==> src/rtl/intc_pkg.sv <==
package intc_pkg;
  localparam int LVLS = 8;
  localparam int LW   = $clog2(LVLS);
  localparam int DW   = 8;
  localparam int VBW  = DW - LW;

  typedef logic [LVLS-1:0] lvl_vec_t;

  typedef struct packed {
    logic          hit;
    logic [LW-1:0] idx;
  } pick_t;

  typedef enum logic [1:0] {CFG_RUN, CFG_W2, CFG_W4} cfg_st_t;

  // lowest set index wins (level 0 highest priority)
  function automatic pick_t first_set(lvl_vec_t v);
    pick_t p;
    p = '0;
    for (int i = LVLS - 1; i >= 0; i--) begin
      if (v[i]) begin
        p.hit = 1'b1;
        p.idx = LW'(i);
      end
    end
    return p;
  endfunction

  function automatic lvl_vec_t onehot(logic [LW-1:0] i);
    return lvl_vec_t'(1) << i;
  endfunction
endpackage

==> src/rtl/intc_req_latch.sv <==
module intc_req_latch
  import intc_pkg::*;
(
  input  logic     clk,
  input  logic     rst_n,
  input  lvl_vec_t irq_in,
  input  logic     rearm,
  input  lvl_vec_t ack_clr,
  output lvl_vec_t irr
);
  lvl_vec_t prev_q;
  lvl_vec_t rise;

  always_comb rise = irq_in & ~prev_q;

  always_ff @(posedge clk or negedge rst_n) begin
    if (!rst_n) begin
      prev_q <= '1;
      irr    <= '0;
    end else if (rearm) begin
      prev_q <= '1;
      irr    <= '0;
    end else begin
      prev_q <= irq_in;
      irr    <= irq_in & (irr | rise) & ~ack_clr;
    end
  end
endmodule

==> src/rtl/intc_resolver.sv <==
module intc_resolver
  import intc_pkg::*;
(
  input  lvl_vec_t irr,
  input  lvl_vec_t mask,
  input  lvl_vec_t isr,
  output pick_t    cand,
  output pick_t    isr_top,
  output logic     int_req
);
  pick_t pend_top;

  always_comb begin
    pend_top = first_set(irr & ~mask);
    isr_top  = first_set(isr);
    int_req  = pend_top.hit && (!isr_top.hit || (pend_top.idx < isr_top.idx));
    cand     = int_req ? pend_top : '0;
  end
endmodule

==> src/rtl/intc_cfg.sv <==
module intc_cfg
  import intc_pkg::*;
(
  input  logic           clk,
  input  logic           rst_n,
  input  logic           wr_stb,
  input  logic           addr0,
  input  logic [DW-1:0]  wdata,
  output lvl_vec_t       mask,
  output logic [VBW-1:0] vbase,
  output logic           aeoi,
  output logic           rd_isr,
  output logic           icw1_evt,
  output logic           eoi_ns,
  output logic           eoi_sp,
  output logic [LW-1:0]  eoi_lvl
);
  cfg_st_t st_q;
  logic    ic4_q;
  logic    is_cmd, sel_cmd;

  always_comb begin
    icw1_evt = wr_stb && !addr0 && wdata[4];
    is_cmd   = wr_stb && !addr0 && !wdata[4];
    sel_cmd  = is_cmd && wdata[3];
    eoi_ns   = is_cmd && !wdata[3] && (wdata[7:5] == 3'b001);
    eoi_sp   = is_cmd && !wdata[3] && (wdata[7:5] == 3'b011);
    eoi_lvl  = wdata[LW-1:0];
  end

  always_ff @(posedge clk or negedge rst_n) begin
    if (!rst_n) begin
      st_q   <= CFG_RUN;
      ic4_q  <= 1'b0;
      mask   <= '0;
      vbase  <= '0;
      aeoi   <= 1'b0;
      rd_isr <= 1'b0;
    end else if (icw1_evt) begin
      st_q   <= CFG_W2;
      ic4_q  <= wdata[0];
      mask   <= '0;
      aeoi   <= 1'b0;
      rd_isr <= 1'b0;
    end else if (wr_stb && addr0) begin
      case (st_q)
        CFG_W2: begin
          vbase <= wdata[DW-1:LW];
          st_q  <= ic4_q ? CFG_W4 : CFG_RUN;
        end
        CFG_W4: begin
          aeoi <= wdata[1];
          st_q <= CFG_RUN;
        end
        default: mask <= wdata[LVLS-1:0];
      endcase
    end else if (sel_cmd && wdata[1]) begin
      rd_isr <= wdata[0];
    end
  end
endmodule

==> src/rtl/prio_intc.sv <==
module prio_intc
  import intc_pkg::*;
#(
  parameter int DATA_W = intc_pkg::DW
) (
  input  logic              clk,
  input  logic              rst_n,
  input  logic              sel,
  input  logic              wr_en,
  input  logic              rd_en,
  input  logic              addr0,
  input  logic [DATA_W-1:0] wdata,
  output logic [DATA_W-1:0] rdata,
  input  logic [LVLS-1:0]   irq_in,
  output logic              int_out,
  input  logic              inta,
  output logic [DATA_W-1:0] vec_out,
  output logic              vec_valid
);
  localparam logic [LW-1:0] DEFAULT_LVL = LW'(LVLS - 1);

  lvl_vec_t       irr, isr, mask;
  lvl_vec_t       isr_set, eoi_clr;
  logic [VBW-1:0] vbase;
  logic           aeoi, rd_isr, icw1_evt, eoi_ns, eoi_sp;
  logic [LW-1:0]  eoi_lvl;
  pick_t          cand, isr_top;
  logic           int_req;

  logic           phase_q;
  logic [LW-1:0]  cap_idx;
  logic           cap_real;
  logic           wr_stb, rd_stb, ack_first, ack_second;

  always_comb begin
    wr_stb     = sel && wr_en;
    rd_stb     = sel && rd_en;
    ack_first  = inta && !phase_q;
    ack_second = inta && phase_q;
  end

  intc_cfg u_cfg (
    .clk(clk), .rst_n(rst_n), .wr_stb(wr_stb), .addr0(addr0), .wdata(wdata),
    .mask(mask), .vbase(vbase), .aeoi(aeoi), .rd_isr(rd_isr),
    .icw1_evt(icw1_evt), .eoi_ns(eoi_ns), .eoi_sp(eoi_sp), .eoi_lvl(eoi_lvl)
  );

  intc_req_latch u_req (
    .clk(clk), .rst_n(rst_n), .irq_in(irq_in), .rearm(icw1_evt),
    .ack_clr(isr_set), .irr(irr)
  );

  intc_resolver u_res (
    .irr(irr), .mask(mask), .isr(isr),
    .cand(cand), .isr_top(isr_top), .int_req(int_req)
  );

  always_comb begin
    isr_set = (ack_first && cand.hit) ? onehot(cand.idx) : '0;
    eoi_clr = '0;
    if (eoi_ns && isr_top.hit) eoi_clr |= onehot(isr_top.idx);
    if (eoi_sp)                eoi_clr |= onehot(eoi_lvl);
    if (ack_second && aeoi && cap_real) eoi_clr |= onehot(cap_idx);
  end

  always_ff @(posedge clk or negedge rst_n) begin
    if (!rst_n) begin
      isr       <= '0;
      phase_q   <= 1'b0;
      cap_idx   <= '0;
      cap_real  <= 1'b0;
      vec_out   <= '0;
      vec_valid <= 1'b0;
    end else begin
      isr       <= (isr & ~eoi_clr) | isr_set;
      vec_valid <= ack_second;
      if (ack_first) begin
        phase_q  <= 1'b1;
        cap_real <= cand.hit;
        cap_idx  <= cand.hit ? cand.idx : DEFAULT_LVL;
      end
      if (ack_second) begin
        phase_q <= 1'b0;
        vec_out <= {vbase, cap_idx};
      end
    end
  end

  always_comb begin
    int_out = int_req;
    if (!rd_stb)    rdata = '0;
    else if (addr0) rdata = mask;
    else if (rd_isr) rdata = isr;
    else            rdata = irr;
  end
endmodule

==> config.mk <==
export PLATFORM = sky130hd
export DESIGN_NAME = prio_intc
export DESIGN_NICKNAME = d
export VERILOG_FILES = /design/src/rtl/intc_pkg.sv /design/src/rtl/intc_req_latch.sv /design/src/rtl/intc_resolver.sv /design/src/rtl/intc_cfg.sv /design/src/rtl/prio_intc.sv
export SDC_FILE = /design/constraint.sdc
export NUM_CORES = 1
export LEC_CHECK = 0
export BUFFER_PORTS_ARGS = -buffer_cell sky130_fd_sc_hd__buf_4
export CORE_MARGIN = 5
export CORE_UTILIZATION = 50
export DETAILED_ROUTE_END_ITERATION = 10
export HOLD_SLACK_MARGIN = 0.15
export PLACE_DENSITY = 0.67
export SLEW_MARGIN = 20
export SYNTH_ARGS = -nofsm -noshare
export SYNTH_HDL_FRONTEND = slang
export SYNTH_HIERARCHICAL = 1
export SYNTH_SLANG_ARGS = --single-unit
==> constraint.sdc <==
create_clock -name clk -period 4.6 [get_ports clk]
set_input_delay 0.46 -clock clk [delete_from_list [all_inputs] [get_ports clk]]
set_output_delay 0.46 -clock clk [all_outputs]
set_load 0.05 [all_outputs]
=== Yosys cells after proc, flatten, opt, wreduce, memory -nomap -nowiden ===
Index checks and enable logic that the tools add are counted.
W data, S select, Z words.

* Input bits: 23
* Bits in registers: 56

* Bitwise gates (word level): 14
* Muxes and demuxes: 42
* Equal/unequal tests: 6
* Reductions and logical operators: 35
* Order comparisons: 1
* Shift-type cells: 4

{| class="wikitable"
|+ Operators with widths
! kind !! number
|-
| $mux W8 || 12
|-
| $mux W4 || 17
|-
| $and A8 B8 Y8 || 5
|-
| $not A8 Y8 || 4
|-
| $or A8 B8 Y8 || 4
|-
| $shl A1 B3 Y8 const A || 4
|-
| $logic_and A1 B1 Y1 || 18
|-
| $mux W1 || 8
|-
| $reduce_and A2 Y1 || 4
|-
| $reduce_bool A2 Y1 || 4
|-
| $mux W2 || 3
|-
| $logic_not A1 Y1 || 5
|-
| $pmux W2 S2 || 1
|-
| $eq A3 B1 Y1 const B || 1
|-
| $eq A3 B2 Y1 const B || 1
|-
| $lt A3 B3 Y1 || 1
|-
| $mux W3 || 1
|-
| $reduce_and A3 Y1 || 1
|-
| $reduce_bool A3 Y1 || 1
|-
| $eq A2 B1 Y1 const B || 1
|-
| $eq A2 B2 Y1 const B || 1
|-
| $ne A2 B1 Y1 const B || 1
|-
| $ne A2 B2 Y1 const B || 1
|-
| $reduce_or A2 Y1 || 1
|-
| 2 further kinds || 2
|}

=== Longest topological paths before layout ===
Gate-level depths: netlist (run 1).

* Depth in word-level cells: 19
* Mapped depth: 14
* Depth with buffers taken out: 13

=== By module ===
The synthesis (run 1) kept the hierarchy.

{| class="wikitable"
|+ By module, submodules not included
! module !! area each (um2) !! seq. area each (um2) !! cells each !! times used
|-
| prio_intc || 1367.6 || 550.5 || 136 || 1
|-
| intc_cfg || 842.1 || 450.4 || 66 || 1
|-
| intc_req_latch || 636.9 || 410.4 || 41 || 1
|-
| intc_resolver || 441.7 || 0.0 || 62 || 1
|}

=== Worst setup path before layout (run 1) ===
Ideal clock, no wire load.

* Kind: reg2reg
* Start point: register u_cfg.mask[5]
* End point: register u_req.irr[4]
* Period minus slack after synthesis: 4.263 ns
* Cell stages (with the launch flop): 15
* Data required time: 4.464 ns
* Setup slack: 0.337 ns
* Arrival time: 4.127 ns
* Cell sequence: dfrtp_1 -> and2b_2 -> a221oi_1 -> o311ai_0 -> inv_1 -> ha_1 -> a21oi_1 -> o21ai_0 -> a211o_2 -> o31ai_1 -> buf_4 -> nor2b_1 -> nand2_1 -> nor3_1 -> nor4b_4

{| class="wikitable"
|+ RTL lines
! what !! RTL line !! RTL
|-
| from (decl) || intc_cfg.sv:9 || <nowiki>output lvl_vec_t mask,</nowiki>
|-
| from (signal assigned) || intc_cfg.sv:55 || <nowiki>default: mask <= wdata[LVLS-1:0];</nowiki>
|-
| to (signal assigned) || intc_req_latch.sv:25 || <nowiki>irr <= irq_in & (irr | rise) & ~ack_clr;</nowiki>
|-
| to (decl) || intc_req_latch.sv:9 || <nowiki>output lvl_vec_t irr</nowiki>
|}

=== Final worst setup path (run 1) ===
* Start point: register u_cfg.mask[5]
* End point: output int_out

* Word-level cells in the longest chain between the ends: 11

{| class="wikitable"
|+ Ends and longest elaborated chain
! what !! RTL line !! RTL
|-
| $not A8 Y8 * || intc_resolver.sv:14 || <nowiki>pend_top = first_set(irr & ~mask);</nowiki>
|-
| $and A8 B8 Y8 * || intc_resolver.sv:14 ||
|-
| $mux W4 * (6 in series) || intc_pkg.sv:21 || <nowiki>if (v[i]) begin</nowiki>
|-
| $lt A3 B3 Y1 || intc_resolver.sv:16 || <nowiki>int_req = pend_top.hit && (!isr_top.hit || (pend_top.idx < isr_top.idx));</nowiki>
|-
| $logic_or A1 B1 Y1 || intc_resolver.sv:16 ||
|-
| $logic_and A1 B1 Y1 * || intc_resolver.sv:16 ||
|-
| to (decl) || prio_intc.sv:15 || <nowiki>output logic int_out,</nowiki>
|}

Mark *: on every way between the ends. The rest lies on a longest branch, timed or not.

==> impl_metrics.yaml, run 1 <==
status:
  outcome: "complete, no violations"
setup_path:
  cp_slowest_stage_delay_ps: 830
  crit_chain: "and2b_2 -> a221oi_1 -> o311ai_0 -> inv_1 -> ha_1 -> a21oi_1 -> o21ai_0 -> a211o_2 -> o31ai_1 -> buf_4"
  cp_top_family: "compound AO/OA/AOI/OAI gates"
  critPathKind: "reg2out"
  required_ps: 4140
  path_buf_inv: 2
  crit_path_max_fanout: 8
  slowest_stage: "o31ai_1"
  cp.arrival_ps: 3720
  startpoint_type: "register"
  endpoint_kind: "output port"
synthesis:
  ys_ff_latch: 56
  synth.largest_area_cell: "dfrtp_1"
  syn_area_sq_um: 3290
  syn_nets: 332
  synth_flop_cell: "dfrtp_1"
  yosys_warnings: 6
  syn_inst: 305
  synth_top_area_share_pct: 36.5
  yosysSeqAreaShare_pct: 42.9
  synthArstFlopShare_pct: 100
  synth-edff-count: 0
  yosys-top-cells-area: "dfrtp_1 (37%), dfstp_2 (6.4%), mux2i_1 (3.3%), mux2_4 (2.7%), nor2b_1 (2.7%)"
  syn_area_per_cell_sq_um: 10.8
  synth_cell_types: 67
layout:
  diodes: 0
  drive_gt1_share_pct: 30.5
  nets: 367
  final_common_cell: "dfrtp_1"
  post-route-util_pct: 57.7
  fillers: 537
  layout_common_cells: "dfrtp_1 (48), buf_4 (41), nand2_1 (22)"
  area_growth_pct: 12.1
  final_cells: 418
  multiInputGateArea_sq_um: 1720
  seq_area_sq_um: 1410
timing:
  final.period_utilization_pct: 90.9
  tightestPinTransition_ps: 989
  slew_viol_final: 0
  final-hold-violation-count: 0
  clock_skew_ps: 7.23
  period_needed_ps: 4180
  tns_ps: 0
  timing.hold.ws_ps: 175
  setup_viol: 0
  max_slew_margin_pct: 33.5
  rsz0062_at_grt: "no"
  fmax_mhz: 239
pwr:
  pwr-share-clk_pct: 13.5
  comb_power_share_pct: 46.1
  peakVddDrop_uv: 399
  p_total_mw: 2.07
  swShare_pct: 43.8
  pwr-share-seq_pct: 40.4
  powerDensity_nw_per_um2: 562
  switchingPower_uw: 907
  leakage_nw: 1.64
  power.internal_mw: 1.17
drt:
  drt_iter0_drc: 119
  wire_per_inst_um: 18.0
  ant_nets: 0
  num_vias: 2435
  via_per_inst: 5.83
  drt_wl_total_um: 7540
  drc: 0
  firstDrtPassIters: 4
grt:
  overflow: 0
  grt_pass1_vias: 2432
  grt_max_degree: 57
  antenna_found_initial: 0
  track_usage_pct: 18.8
  grt_pass1_wl_um: 12700
die:
  core_sq_um: 6390
  start_util_pct: 51.5
  die_w_um: 91.1
  row_count: 29
  dieArea_sq_um: 8300
  io_pins: 41
  die_y_um: 91.1
hold_path:
  hold_path_class: "in2async"
clock_tree:
  clk_pin_slew_ps: 110
  hold_buffers: 0
  cts_setup_buffers: 0
  cts-root-buf: "clkbuf_8"
  clock_latency_ps: 320
  cts_buffer_depth: 2
  cts_resized: 0
  clock_sinks: 56
  cts_tree: "built"
  numCtsBuffers: 5
  htreeDepth: 2
place:
  hpwlAfterDp_um: 5720
  finalWeightedCongestion: 0.881
  placed_cells: 410
  port_buffers: 40
run:
  drv_cap: 0
-- worst reg2reg max path: stages (launching register included) --
cell,delay [ps]
dfrtp_1,430
and2b_2,260
a221oi_1,60
o311ai_0,550
inv_1,110
ha_1,220
a21oi_1,140
o21ai_0,100
a211o_2,360
o31ai_1,840
nor2b_1,250
nand2_1,110
nor3_1,300
nor4b_4,90
-- area by class of cell --
| class | count | share of cell area [%] |
|---|---|---|
| Clock inverter | 3 | 0.645 |
| Tap cell | 77 | 2.61 |
| Timing Repair Buffer | 41 | 8.35 |
| Sequential cell | 56 | 38.3 |
| Inverter | 15 | 1.53 |
| Multi-Input combinational cell | 221 | 46.7 |
| Clock buffer | 5 | 1.87 |
-- worst paths after layout --
path / start / endpoint / slack, ps / cells after the start
worst max-delay path: u_cfg/mask[5]$_DFFE_PN0P_ / int_out / 420 / 10
worst min-delay path: rst_n / vec_out[7]$_DFFE_PN0N_ / 170 / 1
worst max register to register: u_cfg/mask[5]$_DFFE_PN0P_ / u_req/irr[4]$_DFF_PN0_ / 650 / 13
worst min register to register: u_cfg/vbase[1]$_DFFE_PN0P_ / vec_out[4]$_DFFE_PN0N_ / 500 / 1
max in group asynchronous: rst_n / u_req/irr[5]$_DFF_PN0_ / 3950 / 1
min in group clk: irq_in[0] / u_req/prev_q[0]$_DFF_PN1_ / 330 / 2
-- cells by family (layout without fill, tap and decap cells) --
family	count (synthesis)	count (layout)	synth area share, %
AOI/OAI and AO/OA	59	59	14.1
xor gates and xnor gates	1	1	0.266
muxes	25	25	8.83
and+or+nand+nor	132	132	27.6
adders and majority gates	4	4	1.52
buffers and inverters	28	64	4.76
DFF	56	56	42.9
-- cell usage after synthesis, types with 5 or more instances --
cell	n
o221ai_1	9
o21bai_1	5
nand3_1	6
dfrtp_1	48
nand2_1	22
nor3_2	5
or2_1	7
and3_1	8
nor2b_1	14
nor2_1	15
o21ai_1	11
mux2i_1	11
a22o_1	6
dfstp_2	8
buf_4	5
nor4b_1	6
nor4_1	5
nand2b_1	7
mux2_4	6
inv_1	15
-- power groups by stage --
stage	sequential [mW]	combinational, mW	clock [mW]
global placement	0.842	0.955	0
CTS	0.836	0.959	0.288
floorplan	0.901	0.648	0
detailed placement	0.845	0.955	0
global route	0.861	1.04	0.311
finish	0.837	0.956	0.280
-- per-layer routing --
| metal | wire (um) | track usage [%] | part of all wire [%] |
|---|---|---|---|
| met1 | 3730 | 27.5 | 49 |
| met2 | 3360 | 28.7 | 45 |
| met3 | 317 | 3.22 | 4.2 |
| met4 | 129 | 5.62 | 1.7 |
| met5 | 0 | 0 | 0 |
-- metrics by stage --
stage	setup slack (ps)	cell area, sq um
global route	144	3680
CTS	459	3680
floorplan	337	3290
global placement	978	3590
finish	419	3680
detailed placement	762	3590
-- state kept, by name, indices dropped and copies added, names as in the netlist, 2 cells and up --
| name | count |
|---|---|
| isr | 8 |
| u_cfg/st_q | 2 |
| u_cfg/vbase | 5 |
| u_req/prev_q | 8 |
| cap_idx | 3 |
| u_cfg/mask | 8 |
| vec_out | 8 |
| u_req/irr | 8 |
(Power assumes the default switching activity.)
==> run 2, diff against run 1 <==
CELL_PAD_IN_SITES_DETAIL_PLACEMENT = 0   (was unset)
CELL_PAD_IN_SITES_GLOBAL_PLACEMENT = 2   (was unset)
CORE_UTILIZATION = 38   (was 50)
HOLD_SLACK_MARGIN = unset   (was 0.15)
PLACE_DENSITY = 0.77   (was 0.67)
==> run 2 against run 1 <==
Compared with the run above:
- via count down 0.16%
- hold slack better by 7.3 ps
- clock power down 2%
- power about the same
- flip-flop and latch count unchanged
- die area up 28%
- non-clock buffer count unchanged
- combinational power about the same
- critical endpoint unchanged
- core utilization down 14 points
- critical path depth unchanged
- critical path type unchanged
==> impl_metrics.yaml, run 2 (synthesis gave the netlist of run 1 again) <==
status:
  outcome: "complete, no violations"
layout:
  final_common_cell: "dfrtp_1"
  nets: 367
  drive_gt1_share_pct: 30.5
  final_cells: 449
  area_growth_pct: 13.2
  fin_area_sq_um: 3720
  layout_common_cells: "dfrtp_1 (48), buf_4 (41), nand2_1 (22)"
  post-route-util_pct: 43.3
  diodes: 0
setup_path:
  required_ps: 4140
  startpoint: "u_cfg/mask[5]$_DFFE_PN0P_"
  crit_path_max_fanout: 8
  reg2reg_from: "u_cfg/mask[5]$_DFFE_PN0P_"
  critPathKind: "reg2out"
  cp.arrival_ps: 3650
  endpoint_kind: "output port"
  cp_slowest_stage_delay_ps: 820
  startpoint_type: "register"
  crit_chain: "and2b_2 -> a221oi_1 -> o311ai_0 -> inv_1 -> ha_1 -> a21oi_1 -> o21ai_0 -> a211o_2 -> o31ai_1 -> buf_4"
  slowest_stage: "o31ai_1"
  rr_worst_depth: 13
clock_tree:
  clock_latency_ps: 310
  cts_setup_buffers: 0
  clk_pin_slew_ps: 110
  cts-root-buf: "clkbuf_8"
  clock_sinks: 56
  hold_buffers: 0
  cts_tree: "built"
  cts_resized: 0
  numCtsBuffers: 5
  htreeDepth: 2
  cts_buffer_depth: 2
grt:
  track_usage_pct: 16.3
  overflow: 0
  antenna_found_initial: 0
  grt_max_degree: 57
  grt_pass1_vias: 2466
  grt_pass1_wl_um: 13300
timing:
  tightestPinTransition_ps: 965
  max_slew_margin_pct: 35.1
  period_needed_ps: 4110
  timing.hold.ws_ps: 182
  tns_ps: 0
  final.period_utilization_pct: 89.4
  clock_skew_ps: 12.8
  slew_viol_final: 0
  fin_ws_ps: 488
  final-hold-violation-count: 0
  rsz0062_at_grt: "no"
  fmax_mhz: 243
  setup_viol: 0
place:
  placed_area_sq_um: 3630
  hpwlAfterDp_um: 6340
  placed_cells: 441
  port_buffers: 40
  finalWeightedCongestion: 0.895
  place_ws_ps: 798
die:
  core_sq_um: 8590
  dieArea_sq_um: 10600
  die_w_um: 103
  die_y_um: 103
  row_count: 34
  start_util_pct: 38.3
  io_pins: 41
drt:
  firstDrtPassIters: 4
  ant_nets: 0
  drt_iter0_drc: 166
  drc: 0
  wire_per_inst_um: 18.1
  num_vias: 2431
  via_per_inst: 5.41
  drt_wl_total_um: 8130
pwr:
  leakage_nw: 1.65
  powerDensity_nw_per_um2: 556
  p_total_mw: 2.07
  peakVddDrop_uv: 262
run:
  drv_cap: 0
hold_path:
  hold_path_class: "in2async"
## run 2: per-layer routing
metal	GRT usage, %	routed length, um	vias to the layer above
li1	-	-	1185
met1	23.6	3950	1192
met2	25.7	3820	47
met3	2.17	256	7
met4	4.48	99	0
met5	0	0	-
## run 2: critical path: cells and delay by family, from the launching register on
kind            cells  cell delay, ps
flops               1             430
simple gates        1             260
buf+inv             2             430
compound gates      6            1990
fa+ha+maj           1             210
## run 2: layout make-up
class	instances	area (sq um)
clock buffers	5	68.8
fillers	862	4870
inverters	15	56.3
well taps	108	135
clock inverters	3	22.5
flip-flops and latches	56	1410
repair buffers	41	308
multi-input cells	221	1720
## run 2: worst paths after layout
path	slack, ps	to
worst min register to register	490	vec_out[4]$_DFFE_PN0N_
worst max-delay path	490	int_out
max in group asynchronous	3920	isr[1]$_DFF_PN0_
min in group clk	350	u_req/prev_q[1]$_DFF_PN1_
worst max register to register	710	u_req/irr[4]$_DFF_PN0_
worst min-delay path	180	vec_out[6]$_DFFE_PN0N_
## run 2: report_power, final
group / switching (mW) / total (mW) / internal [mW]
clock network: 0.165 / 0.275 / 0.110
logic: 0.557 / 0.955 / 0.398
registers: 0.183 / 0.841 / 0.658
==> run 3, diff against run 2 <==
CORE_UTILIZATION = 35   (was 38)
PLACE_DENSITY = 0.71   (was 0.77)
==> run 3 against run 2 <==
Compared with the run above:
- core utilization down 2.6 points
- sequential share of layout area is 0.24 points lower
- flip-flop and latch count is the same
- power increased by 2.8%
- clock power grew 18%
- non-clock buffer count unchanged
- cell area grew 0.64%
- via count fell by 0.90%
- maximum frequency up 3.0%
- combinational power grew 0.8%
- hold slack better by 11 ps
- critical path depth is the same
- largest power group unchanged
==> impl_metrics.yaml, run 3 (synthesis gave the netlist of run 1 again) <==
status:
  outcome: "complete, no violations"
setup_path:
  cp_slowest_stage_delay_ps: 770
  path_buf_inv: 2
  required_ps: 4140
  endpoint_kind: "output port"
  startpoint_type: "register"
  rr_worst_depth: 13
  crit_path_max_fanout: 8
  cp.arrival_ps: 3530
  crit_chain: "and2b_2 -> a221oi_1 -> o311ai_0 -> inv_1 -> ha_1 -> a21oi_1 -> o21ai_0 -> a211o_2 -> o31ai_1 -> buf_4"
  reg2reg_from: "u_cfg/mask[5]$_DFFE_PN0P_"
  r2r-end: "u_req/irr[4]$_DFF_PN0_"
  critPathKind: "reg2out"
  r2r_slack_ps: 820
  cp_top_family: "compound AO/OA/AOI/OAI gates"
  slowest_stage: "o31ai_1"
drt:
  firstDrtPassIters: 4
  drc: 0
  drt_iter0_drc: 68
  wire_per_inst_um: 18.7
  ant_nets: 0
  via_per_inst: 5.33
  num_vias: 2409
  drt_wl_total_um: 8440
timing:
  slew_viol_final: 0
  period_needed_ps: 3990
  setup_viol: 0
  tightestPinTransition_ps: 909
  final.period_utilization_pct: 86.8
  max_slew_margin_pct: 38.9
  clock_skew_ps: 9.65
  final-hold-violation-count: 0
  tns_ps: 0
  rsz0062_at_grt: "no"
  fmax_mhz: 250
clock_tree:
  cts_resized: 0
  hold_buffers: 0
  clk_pin_slew_ps: 100
  clock_latency_ps: 310
  cts-root-buf: "clkbuf_8"
  cts_setup_buffers: 0
  cts_buffer_depth: 2
  htreeDepth: 2
  cts_tree: "built"
  clock_sinks: 56
  numCtsBuffers: 5
layout:
  drive_gt1_share_pct: 30.5
  final_cells: 452
  multiInputGateArea_sq_um: 1720
  fin_area_sq_um: 3750
  fillers: 906
  post-route-util_pct: 40.7
  nets: 367
  area_growth_pct: 13.9
  diodes: 0
  seq_area_sq_um: 1410
  layout_common_cells: "dfrtp_1 (48), buf_4 (41), nand2_1 (22)"
  final_common_cell: "dfrtp_1"
grt:
  antenna_found_initial: 0
  track_usage_pct: 15.4
  overflow: 0
  grt_max_degree: 57
  grt_pass1_vias: 2433
  grt_pass1_wl_um: 13700
die:
  core_sq_um: 9200
  die_y_um: 107
  row_count: 35
  dieArea_sq_um: 11400
  start_util_pct: 35.8
  io_pins: 41
  die_w_um: 107
pwr:
  pwr-share-clk_pct: 15.2
  pwr-share-seq_pct: 39.5
  power.internal_mw: 1.22
  leakage_nw: 1.66
  switchingPower_uw: 911
  powerDensity_nw_per_um2: 568
  peakVddDrop_uv: 253
  swShare_pct: 42.8
  comb_power_share_pct: 45.3
run:
  drv_cap: 0
place:
  hpwlAfterDp_um: 6500
  placed_area_sq_um: 3630
  finalWeightedCongestion: 0.829
  port_buffers: 40
  placed_cells: 444
hold_path:
  hold_path_class: "in2async"
run 3: cell type report:
class,instances,share of cell area (%)
inverters,15,1.50
repair buffers,41,8.22
flip-flops and latches,56,37.7
multi-input cells,221,45.9
clock buffers,5,1.84
well taps,111,3.71
clock inverters,3,1.14
run 3: how the worst max path moves through the flow:
stage	startpoint	endpoint	slack, ps	cells after the start
finish	u_cfg/mask[5]$_DFFE_PN0P_	int_out	610	10
global route	u_cfg/mask[5]$_DFFE_PN0P_	int_out	290	10
CTS	u_cfg/mask[5]$_DFFE_PN0P_	int_out	560	10
detailed placement	u_cfg/mask[5]$_DFFE_PN0P_	u_req/irr[4]$_DFF_PN0_	780	13
global placement	u_cfg/mask[5]$_DFFE_PN0P_	u_req/irr[4]$_DFF_PN0_	870	13
floorplan	u_cfg/mask[5]$_DFFE_PN0P_	u_req/irr[4]$_DFF_PN0_	340	14
run 3: metrics by stage:
stage               worst slack [ps]  hold slack, ps  power (mW)
global route                     286             243        2.28
floorplan                        337             164        1.55
detailed placement               782             475        1.82
CTS                              565             211        2.16
global placement                 867             465        1.82
finish                           607             192        2.13
run 3: power by group through the flow:
| stage | Combinational, mW | Sequential (mW) | Clock, mW |
|---|---|---|---|
| floorplan | 0.648 | 0.901 | 0 |
| detailed placement | 0.969 | 0.852 | 0 |
| finish | 0.963 | 0.840 | 0.324 |
| global route | 1.06 | 0.870 | 0.355 |
| global placement | 0.972 | 0.850 | 0 |
| CTS | 0.974 | 0.842 | 0.340 |
run 3: worst reg2reg max path, delay by kind of cell, from the launching register on:
family	cells	cell delay [ps]
compound gates	6	1870
fa+ha+maj	1	210
buf+inv	1	100
flops	1	430
simple gates	5	1030
run 3: routing by layer:
layer	vias up	part of all wire, %	global-route usage [%]
met3	13	4.1	2.65
met4	0	2.9	5.75
li1	1179	-	-
met5	-	0	0
met1	1160	50	22.5
met2	57	43	22.8
